`config.mk`:
```
export PLATFORM = sky130hd
export DESIGN_NAME = dma_chan_ctl
export DESIGN_NICKNAME = d
export VERILOG_FILES = /design/src/rtl/dma_ccs_pkg.sv /design/src/rtl/dma_ccs_dec.sv /design/src/rtl/dma_ccs_rdmux.sv /design/src/rtl/dma_ccs_chan.sv /design/src/rtl/dma_chan_ctl.sv
export SDC_FILE = /design/constraint.sdc
export NUM_CORES = 1
export LEC_CHECK = 0
export ABC_CLOCK_PERIOD_IN_PS = 2000
export BUFFER_PORTS_ARGS = -buffer_cell sky130_fd_sc_hd__buf_2
export CAP_MARGIN = 20
export CORE_MARGIN = 2
export CORE_UTILIZATION = 48
export DETAILED_ROUTE_END_ITERATION = 8
export HOLD_SLACK_MARGIN = 0.06
export PLACE_DENSITY = 0.81
export SYNTH_ARGS = -nofsm -noshare
export SYNTH_HDL_FRONTEND = slang
export SYNTH_SLANG_ARGS = --single-unit
```
`constraint.sdc`:
```
create_clock -name clk -period 2 [get_ports clk]
set_input_delay 0.5 -clock clk [delete_from_list [all_inputs] [get_ports clk]]
set_output_delay 0.5 -clock clk [all_outputs]
set_load 0.1 [all_outputs]
```
`src/rtl/dma_ccs_pkg.sv`:
```
package dma_ccs_pkg;
  localparam int BIT_EN   = 0;
  localparam int BIT_STG  = 1;
  localparam int BIT_INIT = 2;
  localparam int BIT_MLE  = 3;
  localparam int BIT_TC   = 7;
  localparam int REG_W    = 8;

  typedef struct packed {
    logic tc;
    logic mle;
    logic en;
  } ccs_state_t;

  function automatic logic [REG_W-1:0] ccs_view(input ccs_state_t s);
    logic [REG_W-1:0] v;
    v = '0;
    v[BIT_TC]  = s.tc;
    v[BIT_MLE] = s.mle;
    v[BIT_EN]  = s.en;
    return v;
  endfunction
endpackage

```
`src/rtl/dma_ccs_dec.sv`:
```
module dma_ccs_dec #(
  parameter int NCH   = 4,
  parameter int IDX_W = (NCH > 1) ? $clog2(NCH) : 1
) (
  input  logic             clk,
  input  logic             rst_n,
  input  logic [IDX_W-1:0] sel,
  input  logic             wr,
  input  logic             rd,
  output logic [NCH-1:0]   wr_vec,
  output logic [NCH-1:0]   rd_vec
);
  for (genvar i = 0; i < NCH; i++) begin : g_dec
    assign wr_vec[i] = wr && (sel == IDX_W'(i));
    assign rd_vec[i] = rd && (sel == IDX_W'(i));
  end

  // an access reaches at most one channel
  p_one_target_r12: assert property (@(posedge clk) disable iff (!rst_n)
    $onehot0(wr_vec) && $onehot0(rd_vec));
endmodule

```
`src/rtl/dma_ccs_rdmux.sv`:
```
module dma_ccs_rdmux #(
  parameter int NCH   = 4,
  parameter int IDX_W = (NCH > 1) ? $clog2(NCH) : 1,
  parameter int REG_W = 8
) (
  input  logic [NCH-1:0][REG_W-1:0] views,
  input  logic [IDX_W-1:0]          sel,
  output logic [REG_W-1:0]          rdata
);
  always_comb begin
    rdata = '0;
    for (int i = 0; i < NCH; i++)
      if (sel == IDX_W'(i)) rdata = views[i];
  end
endmodule

```
`src/rtl/dma_ccs_chan.sv`:
```
module dma_ccs_chan
  import dma_ccs_pkg::*;
(
  input  logic             clk,
  input  logic             rst_n,
  input  logic             wr,
  input  logic             rd,
  input  logic [REG_W-1:0] wmask,
  input  logic [REG_W-1:0] wdata,
  input  logic             tc_in,
  input  logic             last_in,
  input  logic             abort_ack,
  input  logic             req,
  input  logic             req_hw,
  input  logic             susp,
  output logic [REG_W-1:0] view,
  output logic             en_o,
  output logic             mle_o,
  output logic             stg_p,
  output logic             init_p,
  output logic             req_err,
  output logic             wr_err
);
  ccs_state_t st;
  logic tc_pend;
  logic en_touch, en_try, stg_try, init_hit, illegal, abort_set;
  logic unused_bits;

  assign en_touch  = wr && wmask[BIT_EN];
  assign en_try    = en_touch && wdata[BIT_EN];
  assign stg_try   = wr && wmask[BIT_STG] && wdata[BIT_STG];
  assign init_hit  = wr && wmask[BIT_INIT] && wdata[BIT_INIT];
  assign illegal   = susp && (en_try || stg_try);
  assign abort_set = abort_ack && last_in && st.mle;
  assign unused_bits = ^{wdata[6:4], wmask[6:4], wdata[BIT_TC], wmask[BIT_TC]};

  always_ff @(posedge clk) begin
    if (!rst_n) begin
      st      <= '0;
      tc_pend <= 1'b0;
      stg_p   <= 1'b0;
      init_p  <= 1'b0;
      req_err <= 1'b0;
      wr_err  <= 1'b0;
    end else begin
      tc_pend <= tc_in;
      // enable: init and end-of-transfer beat software writes
      if (init_hit)                        st.en <= 1'b0;
      else if (tc_in && !st.mle)           st.en <= 1'b0;
      else if (en_touch && !(susp && wdata[BIT_EN])) st.en <= wdata[BIT_EN];
      if (wr && wmask[BIT_MLE])            st.mle <= wdata[BIT_MLE];
      // terminal count: set wins over clear-on-read
      if (tc_pend || abort_set)            st.tc <= 1'b1;
      else if (rd)                         st.tc <= 1'b0;
      stg_p   <= stg_try && !susp;
      init_p  <= init_hit;
      req_err <= req_err || (req && st.tc && !(st.mle && req_hw));
      wr_err  <= wr_err || illegal;
    end
  end

  assign view  = ccs_view(st);
  assign en_o  = st.en;
  assign mle_o = st.mle;

  p_tc_source_r5: assert property (@(posedge clk) disable iff (!rst_n)
    $rose(st.tc) |-> $past(tc_pend || abort_set));
  p_rd_clear_r4: assert property (@(posedge clk) disable iff (!rst_n)
    (rd && st.tc && !tc_pend && !abort_set) |=> !st.tc);
  p_end_drop_en_r5: assert property (@(posedge clk) disable iff (!rst_n)
    (tc_in && !st.mle) |=> !st.en);
  p_mle_keep_en_r6: assert property (@(posedge clk) disable iff (!rst_n)
    (tc_in && st.mle && st.en && !init_hit && !(en_touch && !wdata[BIT_EN])) |=> st.en);
  p_init_drop_en_r8: assert property (@(posedge clk) disable iff (!rst_n)
    init_hit |=> (!st.en && init_p));
  p_stg_follow_r7: assert property (@(posedge clk) disable iff (!rst_n)
    stg_p |-> $past(stg_try && !susp));
  p_susp_hold_r11: assert property (@(posedge clk) disable iff (!rst_n)
    (susp && en_try && !st.en) |=> (!st.en && wr_err));
  p_req_err_sticky_r10: assert property (@(posedge clk) disable iff (!rst_n)
    req_err |=> req_err);
  p_wr_err_sticky_r11: assert property (@(posedge clk) disable iff (!rst_n)
    wr_err |=> wr_err);
endmodule

```
`src/rtl/dma_chan_ctl.sv`:
```
module dma_chan_ctl
  import dma_ccs_pkg::*;
#(
  parameter int NCH   = 4,
  parameter int IDX_W = (NCH > 1) ? $clog2(NCH) : 1
) (
  input  logic             clk,
  input  logic             rst_n,
  input  logic [IDX_W-1:0] reg_sel,
  input  logic             reg_wr,
  input  logic             reg_rd,
  input  logic [7:0]       reg_wmask,
  input  logic [7:0]       reg_wdata,
  output logic [7:0]       reg_rdata,
  input  logic [NCH-1:0]   eng_tc,
  input  logic [NCH-1:0]   eng_last,
  input  logic [NCH-1:0]   eng_abort_ack,
  input  logic [NCH-1:0]   eng_req,
  input  logic [NCH-1:0]   eng_req_hw,
  input  logic [NCH-1:0]   eng_suspend,
  output logic [NCH-1:0]   ch_en,
  output logic [NCH-1:0]   ch_mle,
  output logic [NCH-1:0]   ch_stg,
  output logic [NCH-1:0]   ch_init,
  output logic [NCH-1:0]   req_err,
  output logic [NCH-1:0]   wr_err
);
  logic [NCH-1:0]            wr_vec, rd_vec;
  logic [NCH-1:0][REG_W-1:0] views;

  dma_ccs_dec #(.NCH(NCH), .IDX_W(IDX_W)) u_dec (
    .clk(clk), .rst_n(rst_n), .sel(reg_sel), .wr(reg_wr), .rd(reg_rd),
    .wr_vec(wr_vec), .rd_vec(rd_vec));

  for (genvar i = 0; i < NCH; i++) begin : g_ch
    dma_ccs_chan u_ch (
      .clk(clk), .rst_n(rst_n), .wr(wr_vec[i]), .rd(rd_vec[i]),
      .wmask(reg_wmask), .wdata(reg_wdata),
      .tc_in(eng_tc[i]), .last_in(eng_last[i]), .abort_ack(eng_abort_ack[i]),
      .req(eng_req[i]), .req_hw(eng_req_hw[i]), .susp(eng_suspend[i]),
      .view(views[i]), .en_o(ch_en[i]), .mle_o(ch_mle[i]),
      .stg_p(ch_stg[i]), .init_p(ch_init[i]),
      .req_err(req_err[i]), .wr_err(wr_err[i]));
  end

  dma_ccs_rdmux #(.NCH(NCH), .IDX_W(IDX_W), .REG_W(REG_W)) u_rd (
    .views(views), .sel(reg_sel), .rdata(reg_rdata));

  // strobes and error flags low straight out of reset
  p_reset_quiet_r1: assert property (@(posedge clk)
    !rst_n |=> (ch_stg == '0 && ch_init == '0 && req_err == '0 && wr_err == '0));
endmodule

```
; ---- Word-level counts from Yosys, hierarchy flattened
; Index checks and enable logic that the tools add are counted.
[totals]
output_inout_bits = 32
inputBits = 46
regBits = 32
[op_classes]
n_eq_ne = 3
bitwise = 1
muxes = 12
reduce_logical = 117
[op_table]
columns = cell, count
row1 = logical AND 1 bit, 76
row2 = 2-to-1 mux 8 bit, 4
row3 = zero test 1 bit, 16
row4 = logical OR 1 bit, 16
row5 = OR reduction 3 bit, 4
row6 = 2-to-1 mux 1 bit, 8
row7 = nonzero test 2 bit, 4
row8 = equality test 2 bit (second input constant), 2
row9 = equality test 2 x 1 -> 1 bit (second input constant), 1
row10 = zero test 2 bit, 1
row11 = NOT 1 bit, 1

; ---- Depth between registers and ports, before layout
[depth]
ltp_word = 7
ltp_mapped = 4
ltp_nobuf = 3

; ---- Modules after synthesis
; From an unflattened synthesis, not the netlist that was laid out.
[unflattened]
cells_unflattened = 190
hier_area_um2 = 1685.4
[by_module_without_submodules]
columns = mod, n_inst, cells_each, area_per_inst_um2, seq_area_each_um2
row1 = dma_ccs_chan, 4, 43, 356.6, 160.2
row2 = dma_ccs_rdmux, 1, 10, 196.4, 0.0
row3 = dma_ccs_dec, 1, 8, 62.6, 0.0

; ---- Worst setup path after synthesis
; OpenSTA, ideal clock, no wires.
[synth_timing]
path_kind = input port to output port
start = in reg_sel[0]
end = out reg_rdata[0]
setup_slack_ns = 0.027
t_arrival_ns = 1.473
path_stages = 1
path_cell_list = mux4_1
[synth_via]
elab_chain_len = 5
elab_cells_between_ends = 8
classes_between = eq/ne: 3 / mux: 4 / reduce/logical: 1
[synth_rtl]
columns = item, line
row1 = start: declaration, dma_chan_ctl.sv:9  ; input logic [IDX_W-1:0] reg_sel,
row2 = zero test 2 bit, dma_ccs_rdmux.sv:13  ; if (sel == IDX_W'(i)) rdata = views[i];
row3 = 2-to-1 mux 8 bit (3 in a row), dma_ccs_rdmux.sv:13
row4 = 2-to-1 mux 8 bit (*), dma_ccs_rdmux.sv:13
row5 = end: declaration, dma_chan_ctl.sv:14  ; output logic [7:0] reg_rdata,
; Mark *: on every way between the ends. The rest lies on a longest branch, timed or not.

; ---- Worst setup path after layout
[layout_timing]
start = reg g_ch[3].u_ch.st (netlist bit g_ch[3].u_ch.mle_o)
end = out reg_rdata[3]
[layout_via]
elab_chain_len = 1
[layout_rtl]
columns = item, line
row1 = start: declaration, dma_ccs_chan.sv:24  ; ccs_state_t st;
row2 = 2-to-1 mux 8 bit, dma_ccs_rdmux.sv:13
; No other way between the ends.

==> flow_summary.toml <==
[layout]
fin_util_pct = 58.6
drive_above_1_share_pct = 39.0
areaGrowthSynthToFinish_pct = 16.1
fin_area_um2 = 1790
layoutNonFillerInstCount = 254
final_nets = 255
n_antenna_cell = 0

[power]
p_leak_nw = 0.884
powerDensity_nw_per_um2 = 740
peakVddDrop_v = 0.000483

[clocking]
cts_tree = "yes"
htree_levels = 2
cts_root_buffer = "clkbuf_4"
clock_latency_ns = 0.33
clockBufferDepth = 2
postCtsSetupBuffers = 0
clk_pin_slew_ns = 0.09
cts.sinks = 32
cts_made_buffers = 5

[min_path]
hold_class = "input pin to register"
holdPathStages = 2
min_from = "eng_suspend[2]"
min_to = "g_ch[2].u_ch.stg_p"

[floorplanning]
initial_utilization_pct = 50.5
rows = 20
die-area_um2 = 3680
io_pins = 78
fp.dieH_um = 60.7
die_w_um = 60.7
core_um2 = 3050

[global_route]
grt_overflow = 0
grtUsageTotal_pct = 18.8
grt_pass1_wl_mm = 5.02
antenna_found_initial = 0
grt_start_max_net_pins = 28
grt_pass1_vias = 1156

[routing]
totalWireLength_mm = 3.17
first_pass_iters = 4
antenna_left = 0
drc = 0
via_per_inst = 5.01
drt_iter0_drc = 38
vias = 1273
route.detailed.wl_per_inst_um = 12.5

[critical_path]
r2r-start = "g_ch[1].u_ch.mle_o"
path_class = "register to primary output"
r2r-end = "g_ch[1].u_ch.view[7]"
cp_max_fo = 6
end_kind = "primary output"
r2r_cells = 3
r2r_slack_ns = 1.02
worst_ep_arrival_time_ns = 1.45
cp-start-kind = "register"
crit_required_ns = 1.50

[outcome]
status = "complete, no violations"

[placed_design]
port_buffers = 64
dp_hpwl_mm = 2.52
placed_cells = 246
gp_congestion = 0.837
place_ws_ns = -0.00321
place_area_um2 = 1720

[timing]
finalMaxSlewViolations = 0
relSlewSlack_pct = 61.3
grt_setup_unrepaired = "no"
worst_slew_pin_slew_ns = 0.575
finalSetupTns_ns = 0
setup_violations = 0
hold_viol = 0
finalWorstSetupSlack_ns = 0.0512
finClkSkew_ns = 0.00173
fin_crit_ns = 1.95
finalCritPeriodShare_pct = 97.4
fmax_mhz = 513

[synthesis]
synth_cell_types = 35
yosysSeqAreaShare_pct = 41.5
ys_seq_elements = 32
postSynthAreaPerCell_um2 = 9.46
netlist_instances = 163
synth.cell_area_um2 = 1540
yosysWarningCount = 0

[flow_run]
maxCapViolations = 0
final cells by class:
type | instances | area [um^2]
fill | 298 | 1260
sequential | 32 | 641
multi-input combinational | 92 | 633
timing repair buffer | 70 | 373
clock buffer | 8 | 58.8
tap | 44 | 55.1
inverter | 8 | 30.0
kinds of logic (layout without fill, tap and decap cells):
group / count (synthesis) / in the layout / share of synthesized area, %
simple gates: 46 / 46 / 16.3
buf+inv: 43 / 86 / 18.4
compound gates: 35 / 35 / 16.7
flops: 32 / 32 / 41.5
mux: 6 / 6 / 6.81
other cells: 1 / 5 / 0.243
worst max path at each step:
stage | from | endpoint | slack (ns) | depth (start not counted)
2_1_floorplan | reg_sel[0] | reg_rdata[0] | 0.03 | 1
3_3_place_gp | reg_sel[1] | reg_rdata[7] | -0.001 | 3
3_5_place_dp | reg_sel[1] | reg_rdata[7] | -0.003 | 3
4_1_cts | g_ch[1].u_ch.en_o | reg_rdata[0] | 0.02 | 2
5_1_grt | g_ch[2].u_ch.view[7] | reg_rdata[7] | 0.006 | 2
6_report | g_ch[3].u_ch.mle_o | reg_rdata[3] | 0.05 | 2
metal layers:
layer | up-vias | global-route usage (%) | wire length (um)
met5 | - | 0 | 0
met1 | 568 | 23.8 | 1440
li1 | 638 | - | -
met4 | 0 | 7.45 | 58
met2 | 57 | 30.3 | 1430
met3 | 10 | 5.33 | 236
report_power, final:
part | total [W] | internal [W] | switching [W]
clock | 0.000377 | 0.000173 | 0.000204
combinational | 0.000281 | 0.0000775 | 0.000203
sequential | 0.000667 | 0.000656 | 0.0000110
total | 0.00133 | 0.000907 | 0.000418
placed cells by master (no fill, tap or decap), drive strengths merged:
master,count
a22oi,1
o21ai,5
nor3,5
nand4b,3
a32o,3
mux2i,3
inv,8
a21oi,5
a31oi,3
o21a,4
nand2,11
buf,70
mux4,3
a221oi,1
dfxtp,32
nor2,6
nand3,4
nor2b,3
a22o,1
clkbuf,8
nand4,2
and2b,2
conb,5
a21boi,5
a311oi,3
and2,5
and3,5
o31a,3
o31ai,1
synth_stat cells:
cell / count / area share, %
nand2_1: 11 / 2.7
and3_1: 4 / 1.6
and2_1: 4 / 1.6
dfxtp_1: 32 / 42
o21a_1: 4 / 1.9
nor3_1: 5 / 1.6
buf_2: 2 / 0.65
mux2i_1: 3 / 1.9
and2b_4: 2 / 1.3
o21ai_0: 5 / 1.6
a311oi_1: 3 / 1.7
clkbuf_1: 2 / 0.49
buf_6: 1 / 0.73
a31oi_1: 3 / 1.2
o31ai_1: 1 / 0.49
conb_1: 1 / 0.24
a21boi_0: 2 / 0.97
inv_1: 8 / 1.9
nand3_1: 4 / 1.3
a221oi_2: 1 / 0.97
and3_2: 1 / 0.49
a21boi_1: 3 / 1.5
a32o_1: 3 / 1.9
buf_4: 30 / 15
o31a_1: 3 / 1.7
mux4_2: 1 / 1.5
nand4b_1: 3 / 1.7
nor2b_1: 3 / 1.2
a22oi_1: 1 / 0.49
a22o_1: 1 / 0.57
nand4_1: 2 / 0.81
a21oi_1: 5 / 1.6
nor2_1: 6 / 1.5
and2_2: 1 / 0.49
mux4_1: 2 / 3.4
stage by stage:
| step | power [W] | hold WS [ns] |
|---|---|---|
| after floorplan | 0.000906 | 0.430 |
| final | 0.00133 | 0.357 |
| after global routing | 0.00138 | 0.365 |
| after detailed placement | 0.000962 | 0.439 |
| after global placement | 0.000959 | 0.432 |
| after CTS | 0.00134 | 0.345 |
state kept, by name, indices dropped and copies added, names as in the netlist:
register	cells
g_ch.u_ch.en_o	4
g_ch.u_ch.stg_p	4
g_ch.u_ch.tc_pend	4
g_ch.u_ch.wr_err	4
g_ch.u_ch.mle_o	4
g_ch.u_ch.init_p	4
g_ch.u_ch.req_err	4
g_ch.u_ch.view	4
worst max-delay path: stages, from the launching register on:
cell and delay (ns):
dfxtp_1 0.37, mux4_2 0.50, buf_4 0.25
repair_timing:
action,CTS,global route
endpoints found under the setup margin,2,1
resized for setup,2,2
hold buffers,0,0
cloned,0,0
No activity file was read; power rests on OpenSTA's default activity.
